File: src/rtl/pio_pkg.sv
package pio_pkg;
  localparam int unsigned PIO_ADDR_W    = 8;
  localparam int unsigned PIO_DATA_W    = 8;
  localparam int unsigned PIO_NUM_PORTS = 4;
  localparam logic [7:0]  PIO_BASE      = 8'hF8;

  function automatic bit base_is_aligned(input int unsigned base, input int unsigned ports);
    return (base % ports) == 0;
  endfunction
endpackage

File: src/rtl/pio_addr_decode.sv
module pio_addr_decode #(
  parameter int unsigned ADDR_W    = pio_pkg::PIO_ADDR_W,
  parameter int unsigned NUM_PORTS = pio_pkg::PIO_NUM_PORTS,
  parameter logic [ADDR_W-1:0] BASE = ADDR_W'(pio_pkg::PIO_BASE)
) (
  input  logic                 clk,
  input  logic                 rst,
  input  logic [ADDR_W-1:0]    addr,
  input  logic                 rd,
  input  logic                 wr,
  output logic [NUM_PORTS-1:0] wr_en,
  output logic [NUM_PORTS-1:0] rd_en
);
  localparam int unsigned SEL_W = (NUM_PORTS > 1) ? $clog2(NUM_PORTS) : 1;
  localparam int unsigned TAG_W = ADDR_W - SEL_W;
  localparam logic [TAG_W-1:0] BASE_TAG = BASE[ADDR_W-1:SEL_W];

  logic             tag_hit;
  logic [SEL_W-1:0] idx;

  assign tag_hit = (addr[ADDR_W-1:SEL_W] == BASE_TAG);
  assign idx     = addr[SEL_W-1:0];

  for (genvar i = 0; i < NUM_PORTS; i++) begin : g_sel
    logic hit;
    assign hit      = tag_hit && (idx == SEL_W'(i));
    assign wr_en[i] = hit && wr;
    // a write wins over a read in the same cycle
    assign rd_en[i] = hit && rd && !wr;
  end

  AST_RD_ONEHOT: assert property (@(posedge clk) disable iff (rst)
    $onehot0(rd_en)) else $error("more than one port enabled");
  AST_WR_BLOCKS_RD: assert property (@(posedge clk) disable iff (rst)
    wr |-> (rd_en == '0)) else $error("read enabled during write");
  AST_MISS_NO_EN: assert property (@(posedge clk) disable iff (rst)
    (addr[ADDR_W-1:SEL_W] != BASE_TAG) |-> (wr_en == '0 && rd_en == '0))
    else $error("unmatched address enabled a port");
endmodule

File: src/rtl/pio_reg_bank.sv
module pio_reg_bank #(
  parameter int unsigned DATA_W    = pio_pkg::PIO_DATA_W,
  parameter int unsigned NUM_PORTS = pio_pkg::PIO_NUM_PORTS
) (
  input  logic                           clk,
  input  logic                           rst,
  input  logic [NUM_PORTS-1:0]           wr_en,
  input  logic [DATA_W-1:0]              wdata,
  output logic [NUM_PORTS-1:0][DATA_W-1:0] regs
);
  for (genvar i = 0; i < NUM_PORTS; i++) begin : g_reg
    always_ff @(posedge clk) begin
      if (rst)           regs[i] <= '0;
      else if (wr_en[i]) regs[i] <= wdata;
    end

    AST_RESET_CLEAR: assert property (@(posedge clk)
      rst |=> (regs[i] == '0)) else $error("port not cleared");
    AST_WRITE_LOADS: assert property (@(posedge clk) disable iff (rst)
      wr_en[i] |=> (regs[i] == $past(wdata))) else $error("write lost");
    AST_HOLD_IDLE: assert property (@(posedge clk) disable iff (rst)
      !wr_en[i] |=> $stable(regs[i])) else $error("port changed unselected");
  end
endmodule

File: src/rtl/pio_bus_drive.sv
module pio_bus_drive #(
  parameter int unsigned DATA_W    = pio_pkg::PIO_DATA_W,
  parameter int unsigned NUM_PORTS = pio_pkg::PIO_NUM_PORTS
) (
  input  logic                             clk,
  input  logic                             rst,
  input  logic [NUM_PORTS-1:0]             rd_en,
  input  logic [NUM_PORTS-1:0][DATA_W-1:0] regs,
  output logic [DATA_W-1:0]                rdata,
  output logic                             drive
);
  logic [DATA_W-1:0] or_tree;

  // each port gates its value with its own enable, mimicking a tri-state driver
  always_comb begin
    or_tree = '0;
    for (int i = 0; i < NUM_PORTS; i++) begin
      or_tree = or_tree | (regs[i] & {DATA_W{rd_en[i]}});
    end
  end

  assign drive = |rd_en;
  // an undriven bus is pulled high
  assign rdata = drive ? or_tree : '1;

  AST_FLOAT_HIGH: assert property (@(posedge clk) disable iff (rst)
    !drive |-> (rdata == '1)) else $error("undriven bus not all ones");
endmodule

File: src/rtl/pio_port_block.sv
module pio_port_block #(
  parameter int unsigned ADDR_W    = pio_pkg::PIO_ADDR_W,
  parameter int unsigned DATA_W    = pio_pkg::PIO_DATA_W,
  parameter int unsigned NUM_PORTS = pio_pkg::PIO_NUM_PORTS,
  parameter logic [ADDR_W-1:0] BASE = ADDR_W'(pio_pkg::PIO_BASE)
) (
  input  logic              clk,
  input  logic              rst,
  input  logic [ADDR_W-1:0] bus_addr,
  input  logic [DATA_W-1:0] bus_wdata,
  input  logic              bus_rd,
  input  logic              bus_wr,
  output logic [DATA_W-1:0] bus_rdata,
  output logic              bus_drive
);
  logic [NUM_PORTS-1:0]             wr_en;
  logic [NUM_PORTS-1:0]             rd_en;
  logic [NUM_PORTS-1:0][DATA_W-1:0] regs;

  initial begin
    if (!pio_pkg::base_is_aligned(int'(BASE), NUM_PORTS))
      $error("BASE must be aligned to NUM_PORTS");
  end

  pio_addr_decode #(.ADDR_W(ADDR_W), .NUM_PORTS(NUM_PORTS), .BASE(BASE)) u_dec (
    .clk(clk), .rst(rst), .addr(bus_addr), .rd(bus_rd), .wr(bus_wr),
    .wr_en(wr_en), .rd_en(rd_en)
  );

  pio_reg_bank #(.DATA_W(DATA_W), .NUM_PORTS(NUM_PORTS)) u_bank (
    .clk(clk), .rst(rst), .wr_en(wr_en), .wdata(bus_wdata), .regs(regs)
  );

  pio_bus_drive #(.DATA_W(DATA_W), .NUM_PORTS(NUM_PORTS)) u_drv (
    .clk(clk), .rst(rst), .rd_en(rd_en), .regs(regs),
    .rdata(bus_rdata), .drive(bus_drive)
  );

  AST_BOTH_NO_DRIVE: assert property (@(posedge clk) disable iff (rst)
    (bus_rd && bus_wr) |-> !bus_drive) else $error("bus driven on rd+wr");
  AST_RD_DRIVES: assert property (@(posedge clk) disable iff (rst)
    (bus_rd && !bus_wr && (bus_addr[ADDR_W-1:2] == BASE[ADDR_W-1:2])) |-> bus_drive)
    else $error("matched read not driven");
endmodule

File: config.mk
export PLATFORM = sky130hd
export DESIGN_NAME = pio_port_block
export DESIGN_NICKNAME = d
export VERILOG_FILES = /design/src/rtl/pio_pkg.sv /design/src/rtl/pio_addr_decode.sv /design/src/rtl/pio_reg_bank.sv /design/src/rtl/pio_bus_drive.sv /design/src/rtl/pio_port_block.sv
export SDC_FILE = /design/constraint.sdc
export NUM_CORES = 1
export LEC_CHECK = 0
export ABC_CLOCK_PERIOD_IN_PS = 3360
export BUFFER_PORTS_ARGS = -buffer_cell sky130_fd_sc_hd__buf_4
export CORE_MARGIN = 2
export CORE_UTILIZATION = 32
export DETAILED_ROUTE_END_ITERATION = 8
export PLACE_DENSITY_LB_ADDON = 0.2
export SYNTH_ARGS = -nofsm -noshare
export SYNTH_HDL_FRONTEND = slang
export SYNTH_SLANG_ARGS = --single-unit
File: constraint.sdc
create_clock -name clk -period 3.36 [get_ports clk]
set_input_delay 0.336 -clock clk [delete_from_list [all_inputs] [get_ports clk]]
set_output_delay 0.336 -clock clk [all_outputs]
set_load 0.005 [all_outputs]
# [After elaboration in Yosys (flattened, before gate mapping)]
# Index checks and enable logic that the tools add are counted.
[word_totals] reg_bits=32 latch_bits=0 mem_bits_rw=0 rom_bits=0 inputBits=20 output_inout_bits=9 word_cells=35 memories=0
[op_classes] addsub=0 n_mul=0 div_mod_pow=0 order_cmp=0 eq_ne=4 n_shift=0 mux=1 bitwise=7 n_reduce_logical=19
[ops] operator="AND 8 bit" count=4
[ops] operator="bitwise OR 8 bit" count=3
[ops] operator="logical AND 1 bit" count=16
[ops] operator="two-way mux 8 bit" count=1
[ops] operator="== test 6 bit (second input constant)" count=1
[ops] operator="== test 2 bit (second input constant)" count=2
[ops] operator="OR reduction 4 bit" count=1
[ops] operator="== test 2 x 1 -> 1 bit (second input constant)" count=1
[ops] operator="zero test 2 bit" count=1
[ops] operator="zero test 1 bit" count=1

# [Longest topological paths before layout]
# Gate-level depths: netlist of run 1.
[depth] depth_word=9 ltp_mapped=4

# [Modules after synthesis]
# A second synthesis of run 1 with hierarchy kept.
[unflattened] cells_unflattened=148 area_unflattened_um2=1511.4
[modules_own_cells] module="pio_reg_bank" instances=1 cells_each=103 area_per_inst_um2=1141.1 seq_area_each_um2=640.6
[modules_own_cells] module="pio_bus_drive" instances=1 cells_each=30 area_per_inst_um2=254.0 seq_area_each_um2=0.0
[modules_own_cells] module="pio_addr_decode" instances=1 cells_each=15 area_per_inst_um2=116.4 seq_area_each_um2=0.0

# [Worst setup path after synthesis of run 1]
# OpenSTA, ideal clock, no wires.
[synth_path] path_type="input to output" start="input port bus_addr[1]" end="output port bus_rdata[1]" arrival_time_ns=1.417 path_slack_ns=1.607 path_stages=3 cell_sequence="buf_2 -> mux4_1 -> or3_1"
[synth_between] elab_chain_len=9 word_cells_on_any_way=25 cone_classes="eq/ne: 3; mux: 1; bitwise: 7; reduce/logical: 14"
[synth_rtl] item="start, declared" line="pio_port_block.sv:9" text="input logic [ADDR_W-1:0] bus_addr,"
[synth_rtl] item="== test 2 x 1 -> 1 bit or zero test 2 bit (tied branches)" line="pio_addr_decode.sv:26" text="assign hit = tag_hit && (idx == SEL_W'(i));"
[synth_rtl] item="logical AND 1 bit" line="pio_addr_decode.sv:26"
[synth_rtl] item="logical AND 1 bit (2 in series)" line="pio_addr_decode.sv:29" text="assign rd_en[i] = hit && rd && !wr;"
[synth_rtl] item="AND 8 bit" line="pio_bus_drive.sv:18" text="or_tree = or_tree | (regs[i] & {DATA_W{rd_en[i]}});"
[synth_rtl] item="bitwise OR 8 bit (3 in series)" line="pio_bus_drive.sv:18"
[synth_rtl] item="two-way mux 8 bit (*)" line="pio_bus_drive.sv:24" text="assign rdata = drive ? or_tree : '1;"
[synth_rtl] item="end, declared" line="pio_port_block.sv:13" text="output logic [DATA_W-1:0] bus_rdata,"
# Mark *: on every way between the ends. The rest lies on a longest branch, timed or not.

# [Worst setup path after layout of run 1]
[layout_path] start="input port bus_addr[1]" end="output port bus_rdata[0]"
# The elaborated chain is that of the path after synthesis.

==> results.ini, run 1 <==
[run_status]
status=finished, final reports clean

[power_and_ir_drop]
pwr_density_cell_nw_per_um2=361.5
swShare=0.2243
power.switching_mw=0.1589
power_frac_clock=0.385
p_comb_frac=0.078
finalPower_mw=0.7083
seqPwrFrac=0.536
total_leakage_power_nw=0.7762
vdd_drop_max_mv=0.2735
p_int_mw=0.5495

[route]
first_iter_violations=24
num_vias=1127
drc=0
viasPerCell=4.837
dr.pass1.iters=4
wire_per_inst_um=15.34
drtAntennaViolNets=0
routed_wl_um=3575

[timing]
hold_viol=0
min_period_ps=1932
fmax_mhz=517.5
slew_headroom=0.4381
setup_viol=0
grt_setup_unrepaired=no
worstMarginPinSlew_ps=836.6
finalCritPeriodShare=0.5751
slew_viol_final=0
finalSetupTns_ps=0
finClkSkew_ps=0

[synthesis]
synth_cell_types=18
synth.most_common_cell=nand2b_1
synth_top_area_frac=0.3954
synth_top_area_cell=dfxtp_1
synth_area_um2=1620
synth_area_leaders=dfxtp_1 40%, mux2i_1 20%, nand2b_1 15%
synthesis.nets=159
yosysWarningCount=0
syn_avg_cell_area_um2=11.66
synth_ff_type=dfxtp_1
synthTopCellsByCount=40 x nand2b_1, 32 x dfxtp_1, 32 x mux2i_1
syn-instance-count=139
ys_seq_elements=32
synth_edf_count=0
synthArstFlopShare=0
ys_seq_area_frac=0.3954

[die]
core-area_um2=4817
initial_core_util=0.3364
num_io_pins=29
dieArea_um2=5648
dieHeight_um=75.16
die_w_um=75.16
rows=25

[global_routing]
antenna_found_initial=0
use_met1=0.1583
grt_pass1_vias=1139
grt_usage=0.1381
use_met2=0.2398
grt_use_met3=0.05221
gr-total-overflow=0
grt_max_degree=41
grt_pass1_wl_um=5533
grt.busiest_layer=met2

[worst_setup_path]
worstReg2RegEnd=u_bank.regs[30]
start_kind=primary input
r2r_start=u_bank.regs[30]
reg2reg_slack_ps=2760
worstPathMaxFanout=12
end_kind=output port
required_ps=3020
worstSetupPathType=primary input to output port
reg2reg_depth=2
critPathArrivalTime_ps=1600

[finish]
antenna_cells=0
multi_input_area_um2=935.9
final_util=0.4068
drive_gt1_frac=0.2410
regMostFlops=u_bank.regs
syn_to_final_growth_pct=20.93
seq_area_um2=640.6
largest_reg_flops=32
reg_top3=u_bank.regs x32
finalNonFillerCells=233
fillers=491
layout.nets=186

[cts]
clockBufferDepth=2
cts_tree=built
clock_latency_ps=280
cts.sinks=32
cts.clk_slew.worst_paths_ps=60
htree_levels=2
numCtsBuffers=5
cts_resized=0
hold_buffers=0
cts-root-buf=clkbuf_8
cts_setup_buffers=0

[hold_path]
hp-class=primary input to register
hold_path_depth=3
whs_endpoint=u_bank.regs[5]
worstHoldStart=bus_wdata[5]

[placement]
place_inst=226
port_buffers=28
hpwl_um=2362
gp_congestion=0.6522

[flow_run]
maxCapViolCount=0

layout by cell type, fill, tap and decap left out:
| cell type | netlist | layout |
|---|---|---|
| mux2i_1 | 32 | 32 |
| nor3_4 | 1 | 1 |
| nor4_4 | 1 | 1 |
| clkinv_2 | 0 | 1 |
| mux4_1 | 8 | 8 |
| or3_1 | 8 | 8 |
| clkbuf_8 | 0 | 5 |
| nand2b_1 | 40 | 40 |
| buf_4 | 0 | 29 |
| nand2_1 | 1 | 1 |
| nand3_1 | 1 | 1 |
| nor4b_2 | 0 | 1 |
| nor2_1 | 1 | 1 |
| inv_2 | 1 | 1 |
| nand4b_4 | 1 | 1 |
| nand4b_1 | 1 | 1 |
| or4_1 | 1 | 1 |
| dfxtp_1 | 32 | 32 |
| clkbuf_1 | 4 | 1 |
logic make-up after synthesis:
group                  synth area share
buffers and inverters           0.03088
AND/OR/NAND/NOR                  0.2463
flip-flops                       0.3954
multiplexers                     0.3274
final cells by class:
cell class                 instances  share of cell area
inverter                           1            0.001916
clock buffer                       6             0.03704
timing repair buffer              29              0.1111
multi-input combinational         97              0.4777
sequential                        32              0.3269
clock inverter                     1            0.002554
tap                               67             0.04278
critical path, cell delays in order:
cell and delay (ps):
buf_4 200, mux4_1 590, or3_1 320, buf_4 140
per-layer routing:
layer  vias up  wire (um)
met1       550       1637
li1        551          -
met4         0         17
met5         -          0
met3         2        176
met2        24       1744
power by group through the flow:
| stage | logic [mW] | clock network (mW) | registers [mW] |
|---|---|---|---|
| after floorplan | 0.0309 | 0 | 0.388 |
| after global placement | 0.0546 | 0 | 0.388 |
| after detailed placement | 0.0562 | 0 | 0.388 |
| after CTS | 0.0563 | 0.282 | 0.380 |
| after global routing | 0.0595 | 0.301 | 0.380 |
| final | 0.0554 | 0.273 | 0.380 |
worst max-delay path by stage:
stage / startpoint / endpoint / depth (start not counted)
3_3_place_gp: bus_addr[2] / u_bank.regs[2] / 4
4_1_cts: bus_addr[1] / bus_rdata[0] / 4
5_1_grt: bus_wr / bus_rdata[4] / 4
2_1_floorplan: bus_addr[1] / bus_rdata[1] / 3
6_report: bus_addr[1] / bus_rdata[0] / 4
3_5_place_dp: bus_addr[2] / u_bank.regs[1] / 4
stage by stage:
stage | instance area (um^2) | worst slack, ps | hold WS, ps
global placement | 1882 | 1380 | 453.7
global route | 1959 | 1351 | 404.0
finish | 1959 | 1428 | 394.6
floorplan | 1620 | 1607 | 443.9
detailed placement | 1882 | 1370 | 466.1
CTS | 1959 | 1416 | 390.2
Note: power is estimated with default switching activity, not from simulation.
==> run 2: changes to the inputs <==
--- a/config.mk
+++ b/config.mk
@@ -5,7 +5,7 @@
 export SDC_FILE = /design/constraint.sdc
 export NUM_CORES = 1
 export LEC_CHECK = 0
-export ABC_CLOCK_PERIOD_IN_PS = 3360
+export ABC_CLOCK_PERIOD_IN_PS = 2000
 export BUFFER_PORTS_ARGS = -buffer_cell sky130_fd_sc_hd__buf_4
 export CORE_MARGIN = 2
 export CORE_UTILIZATION = 32
==> constraint.sdc (replaced) <==
create_clock -name clk -period 2 [get_ports clk]
set_input_delay 0.2 -clock clk [delete_from_list [all_inputs] [get_ports clk]]
set_output_delay 0.2 -clock clk [all_outputs]
set_load 0.005 [all_outputs]
==> results.ini, run 2 (synthesis results as in run 1) <==
[power_and_ir_drop]
swShare=0.2279  ; +0.003630
vdd_drop_max_mv=0.3133  ; +15%
seqPwrFrac=0.511  ; -0.025
pwr_density_cell_nw_per_um2=620.2  ; +72%
total_leakage_power_nw=0.8098  ; +4.3%
power_frac_clock=0.412  ; +0.027
power.switching_mw=0.2844  ; +79%
p_int_mw=0.9634  ; +75%
p_comb_frac=0.076  ; -0.002

[route]
first_iter_violations=25  ; +4.2%
wl_met2_um=1757  ; +0.75%
viasPerCell=4.791  ; -0.95%
drtAntennaViolNets=0  ; unchanged
wl_met1_um=1627  ; -0.61%
dr.pass1.iters=4  ; unchanged
num_vias=1145  ; +1.6%
topRoutingLayerUsed=met4
routed_wl_um=3673  ; +2.7%
wire_per_inst_um=15.37  ; +0.16%
drc=0  ; unchanged
wl_met3_um=243  ; +38%

[worst_setup_path]
critPathArrivalTime_ps=1540  ; -60 ps
worstPathMaxFanout=2  ; -10
worstPathCellList=mux4_1, or3_1, buf_4
cp_top_family=multiplexers
slowest_stage=mux4_1
end_kind=output port
start_kind=register
required_ps=1800  ; -1220 ps
path_buf_inv=1  ; -1
worstSetupPathType=register to output port
slowest_delay_ps=480  ; -110 ps

[global_routing]
grt_pass1_wl_um=5692  ; +2.9%
grt_usage=0.1401  ; +0.002052
antenna_found_initial=0  ; unchanged
grt_max_degree=41  ; unchanged
grt_pass1_vias=1184  ; +4.0%
gr-total-overflow=0  ; unchanged

[finish]
layout.nets=191  ; +2.7%
final_common_cell=nand2b_1
reg_top3=u_bank.regs x32
largest_reg_flops=32  ; unchanged
syn_to_final_growth_pct=24.17
regMostFlops=u_bank.regs
antenna_cells=0  ; unchanged
layout_common_cells=40 x nand2b_1, 34 x buf_4, 32 x mux2i_1, 32 x dfxtp_1
drive_gt1_frac=0.2733  ; +0.03229

[die]
num_io_pins=29  ; unchanged
core-area_um2=4817  ; unchanged
rows=25  ; unchanged
die_w_um=75.16  ; unchanged
dieHeight_um=75.16  ; unchanged
initial_core_util=0.3364  ; unchanged
dieArea_um2=5648  ; unchanged

[cts]
cts-root-buf=clkbuf_8
clockBufferDepth=2  ; unchanged
hold_buffers=0  ; unchanged
cts.clk_slew.worst_paths_ps=70  ; about the same
htree_levels=2  ; unchanged
numCtsBuffers=5  ; unchanged
clock_latency_ps=280  ; about the same
cts_setup_buffers=0  ; unchanged
cts.sinks=32  ; unchanged
cts_resized=0  ; unchanged
cts_tree=built

[hold_path]
hp-class=primary input to register

[flow_run]
maxCapViolCount=0  ; unchanged

[timing]
layout_setup_ws_ps=259.0  ; -1169 ps
worstMarginPinSlew_ps=577.5  ; -259.1 ps
slew_headroom=0.6150  ; +0.1769
finClkSkew_ps=0  ; unchanged
fmax_mhz=574.4
hold_viol=0  ; unchanged
grt_setup_unrepaired=no
holdWs_ps=248.8  ; -145.8 ps
finalSetupTns_ps=0  ; unchanged
slew_viol_final=0  ; unchanged
setup_viol=0  ; unchanged
finalCritPeriodShare=0.8705
min_period_ps=1741

[placement]
gp_congestion=0.7039  ; +7.9%
port_buffers=28  ; unchanged
hpwl_um=2399  ; +1.6%
dp_slack_ps=348.1  ; -1022 ps

[run_status]
status=finished, final reports clean

run 2: tightest hold or removal path: stages:
cell      delay (ps)
buf_4             80
nand2b_1          90
mux2i_1          130
run 2: path summary, 6_finish.rpt:
path | startpoint | end | slack [ps] | cells after the start
min reg2reg | u_bank.regs[15] | u_bank.regs[15] | 470 | 2
max | u_bank.regs[17] | bus_rdata[1] | 260 | 3
max reg2reg | u_bank.regs[27] | u_bank.regs[27] | 1400 | 2
min | bus_wdata[5] | u_bank.regs[5] | 250 | 3
run 2: layout make-up:
type	count	area [um^2]
Fill cell	490	2805
Clock buffer	6	82.58
Multi-Input combinational cell	97	935.9
Sequential cell	32	640.6
Clock inverter	2	10.01
Inverter	1	3.754
Timing Repair Buffer	34	255.2
Tap cell	67	83.83
run 2: power by group through the flow:
stage                     clock, mW  sequential, mW  combinational (mW)
final                         0.514           0.638              0.0954
after floorplan                   0           0.652              0.0519
after detailed placement          0           0.653              0.0969
after CTS                     0.527           0.638              0.0968
after global routing          0.556           0.638               0.103
after global placement            0           0.653              0.0934
run 2: stage by stage:
step	total power, mW	cell area, um^2	instances	utilization
after floorplan	0.7044	1620	139	-
after global placement	0.7460	1919	231	0.3984
after detailed placement	0.7495	1919	231	0.3984
after CTS	1.262	2012	239	0.4177
after global routing	1.297	2012	239	0.4177
final	1.248	2012	239	0.4177
run 2: layer usage:
layer,vias to the layer above,global-route usage
met1,553,0.1787
met4,0,0.05848
met2,29,0.2242
li1,559,-
met5,-,0
met3,4,0.03882
==> run 3: changes to the inputs <==
--- a/config.mk
+++ b/config.mk
@@ -8,9 +8,10 @@
 export ABC_CLOCK_PERIOD_IN_PS = 2000
 export BUFFER_PORTS_ARGS = -buffer_cell sky130_fd_sc_hd__buf_4
 export CORE_MARGIN = 2
-export CORE_UTILIZATION = 32
+export CORE_UTILIZATION = 54
 export DETAILED_ROUTE_END_ITERATION = 8
-export PLACE_DENSITY_LB_ADDON = 0.2
+export GPL_ROUTABILITY_DRIVEN = 0
+export PLACE_DENSITY = 0.78
 export SYNTH_ARGS = -nofsm -noshare
 export SYNTH_HDL_FRONTEND = slang
 export SYNTH_SLANG_ARGS = --single-unit
==> results.ini, run 3 (synthesis results as in run 1) <==
[power_and_ir_drop]
vdd_drop_max_mv=0.4130  ; +32%
pwr_density_cell_nw_per_um2=619.2  ; -0.16%
p_comb_frac=0.076  ; about the same
seqPwrFrac=0.528  ; +0.017
power_frac_clock=0.396  ; -0.016
power.switching_mw=0.2588  ; -9.0%
swShare=0.2143  ; -0.01364
p_int_mw=0.9490  ; -1.5%
total_leakage_power_nw=0.8035  ; -0.79%

[placement]
port_buffers=28  ; unchanged
hpwl_um=2267  ; -5.5%
postPlaceCellArea_um2=1874  ; -2.3%

[flow_run]
maxCapViolCount=0  ; unchanged

[finish]
syn_to_final_growth_pct=20.39
antenna_cells=0  ; unchanged
final_util=0.6954  ; +0.2777
largest_reg_flops=32  ; unchanged
final_common_cell=nand2b_1
drive_gt1_frac=0.2674  ; -0.005814
layout_common_cells=40 x nand2b_1, 34 x buf_4, 32 x mux2i_1, 32 x dfxtp_1
layout.nets=191  ; unchanged
regMostFlops=u_bank.regs
fin_area_um2=1951  ; -3.0%
reg_top3=u_bank.regs x32

[cts]
cts-root-buf=clkbuf_4
cts.clk_slew.worst_paths_ps=100  ; +30 ps
cts_resized=0  ; unchanged
htree_levels=2  ; unchanged
cts_tree=built
cts_setup_buffers=0  ; unchanged
hold_buffers=0  ; unchanged
clockBufferDepth=2  ; unchanged
numCtsBuffers=5  ; unchanged
cts.sinks=32  ; unchanged
clock_latency_ps=330  ; +50 ps

[route]
routed_wl_um=3202  ; -13%
drc=4  ; +4
num_vias=1157  ; +1.0%
viasPerCell=5.700  ; +19%
dr.pass1.iters=6  ; +2
wire_per_inst_um=15.77  ; +2.6%
first_iter_violations=42  ; +68%
drtAntennaViolNets=0  ; unchanged

[timing]
worstMarginPinSlew_ps=530.6  ; -46.91 ps
finalSetupTns_ps=0  ; unchanged
finClkSkew_ps=0  ; unchanged
slew_viol_final=0  ; unchanged
finalCritPeriodShare=0.9035  ; +0.03302
grt_setup_unrepaired=no
hold_viol=0  ; unchanged
min_period_ps=1807  ; +66.04 ps
fmax_mhz=553.4  ; -3.7%
setup_viol=0  ; unchanged
slew_headroom=0.6463  ; +0.03127

[die]
num_io_pins=29  ; unchanged
core-area_um2=2805  ; -42%
dieArea_um2=3455  ; -39%
dieHeight_um=58.78  ; -22%
rows=19  ; -24%
die_w_um=58.78  ; -22%
initial_core_util=0.5776  ; +0.2412

[global_routing]
gr-total-overflow=0  ; unchanged
grt_max_degree=41  ; unchanged
grt_usage=0.2116  ; +0.07153
grt_pass1_wl_um=5416  ; -4.8%
antenna_found_initial=0  ; unchanged
grt_pass1_vias=1189  ; +0.42%

[worst_setup_path]
worstReg2RegEnd=u_bank.regs[3]
critPathArrivalTime_ps=1610  ; +70 ps
reg2reg_depth=2  ; unchanged
worstPathMaxFanout=2  ; unchanged
start_kind=register
end_kind=output port
reg2reg_slack_ps=1380  ; -20 ps
worstSetupPathType=register to output port
r2r_start=u_bank.regs[3]
required_ps=1800  ; about the same

[hold_path]
hold_path_depth=3  ; unchanged
worstHoldStart=bus_wdata[5]
hp-class=primary input to register
whs_endpoint=u_bank.regs[5]

[run_status]
violations=design-rule violations
status=finished with violations

[run 3: changes by cell type in the layout (fill, tap and decap cells not counted), sizes merged]
cell,before,now
clkinv,2,1
bufinv,0,1
[run 3: cell type report]
| class | instances | area (um^2) |
|---|---|---|
| multi-input combinational | 97 | 935.9 |
| sequential | 32 | 640.6 |
| clock inverter | 2 | 35.03 |
| fill | 216 | 854.6 |
| inverter | 1 | 3.754 |
| timing repair buffer | 34 | 255.2 |
| clock buffer | 6 | 41.29 |
| tap | 31 | 38.79 |
[run 3: worst max-delay path by stage]
stage	depth (start not counted)	slack, ps	to	startpoint
2_1_floorplan	3	520	bus_rdata[1]	bus_addr[1]
3_3_place_gp	4	370	bus_rdata[3]	bus_addr[1]
3_5_place_dp	4	330	u_bank.regs[3]	bus_addr[5]
4_1_cts	3	180	bus_rdata[7]	u_bank.regs[15]
5_1_grt	3	120	bus_rdata[7]	u_bank.regs[15]
6_report	3	190	bus_rdata[7]	u_bank.regs[15]
[run 3: power groups by stage]
stage	Combinational [mW]	Clock (mW)	Sequential [mW]
3_5_place_dp	0.0919	0	0.653
6_report	0.0914	0.479	0.638
3_3_place_gp	0.0897	0	0.653
5_1_grt	0.0993	0.510	0.638
4_1_cts	0.0920	0.489	0.638
2_1_floorplan	0.0519	0	0.652
[run 3: metrics by stage]
stage               std cells  hold WS [ps]  total power, mW  setup WS (ps)
floorplan                 139         421.7           0.7044          518.7
global placement          195         453.7           0.7423          374.6
detailed placement        195         467.0           0.7445          333.7
CTS                       203         198.8            1.219          179.7
global route              203         217.4            1.247          122.2
finish                    203         204.6            1.208          192.9
[run 3: layer usage]
layer | global-route usage | wire length, um
met1 | 0.2641 | 1407
met2 | 0.3508 | 1587
met3 | 0.06374 | 166
met4 | 0.06818 | 40
met5 | 0 | 0
[run 3: worst max-delay path: stages (launching register included)]
cell and delay (ps):
dfxtp_1 320, mux4_1 490, or3_1 320, buf_4 140
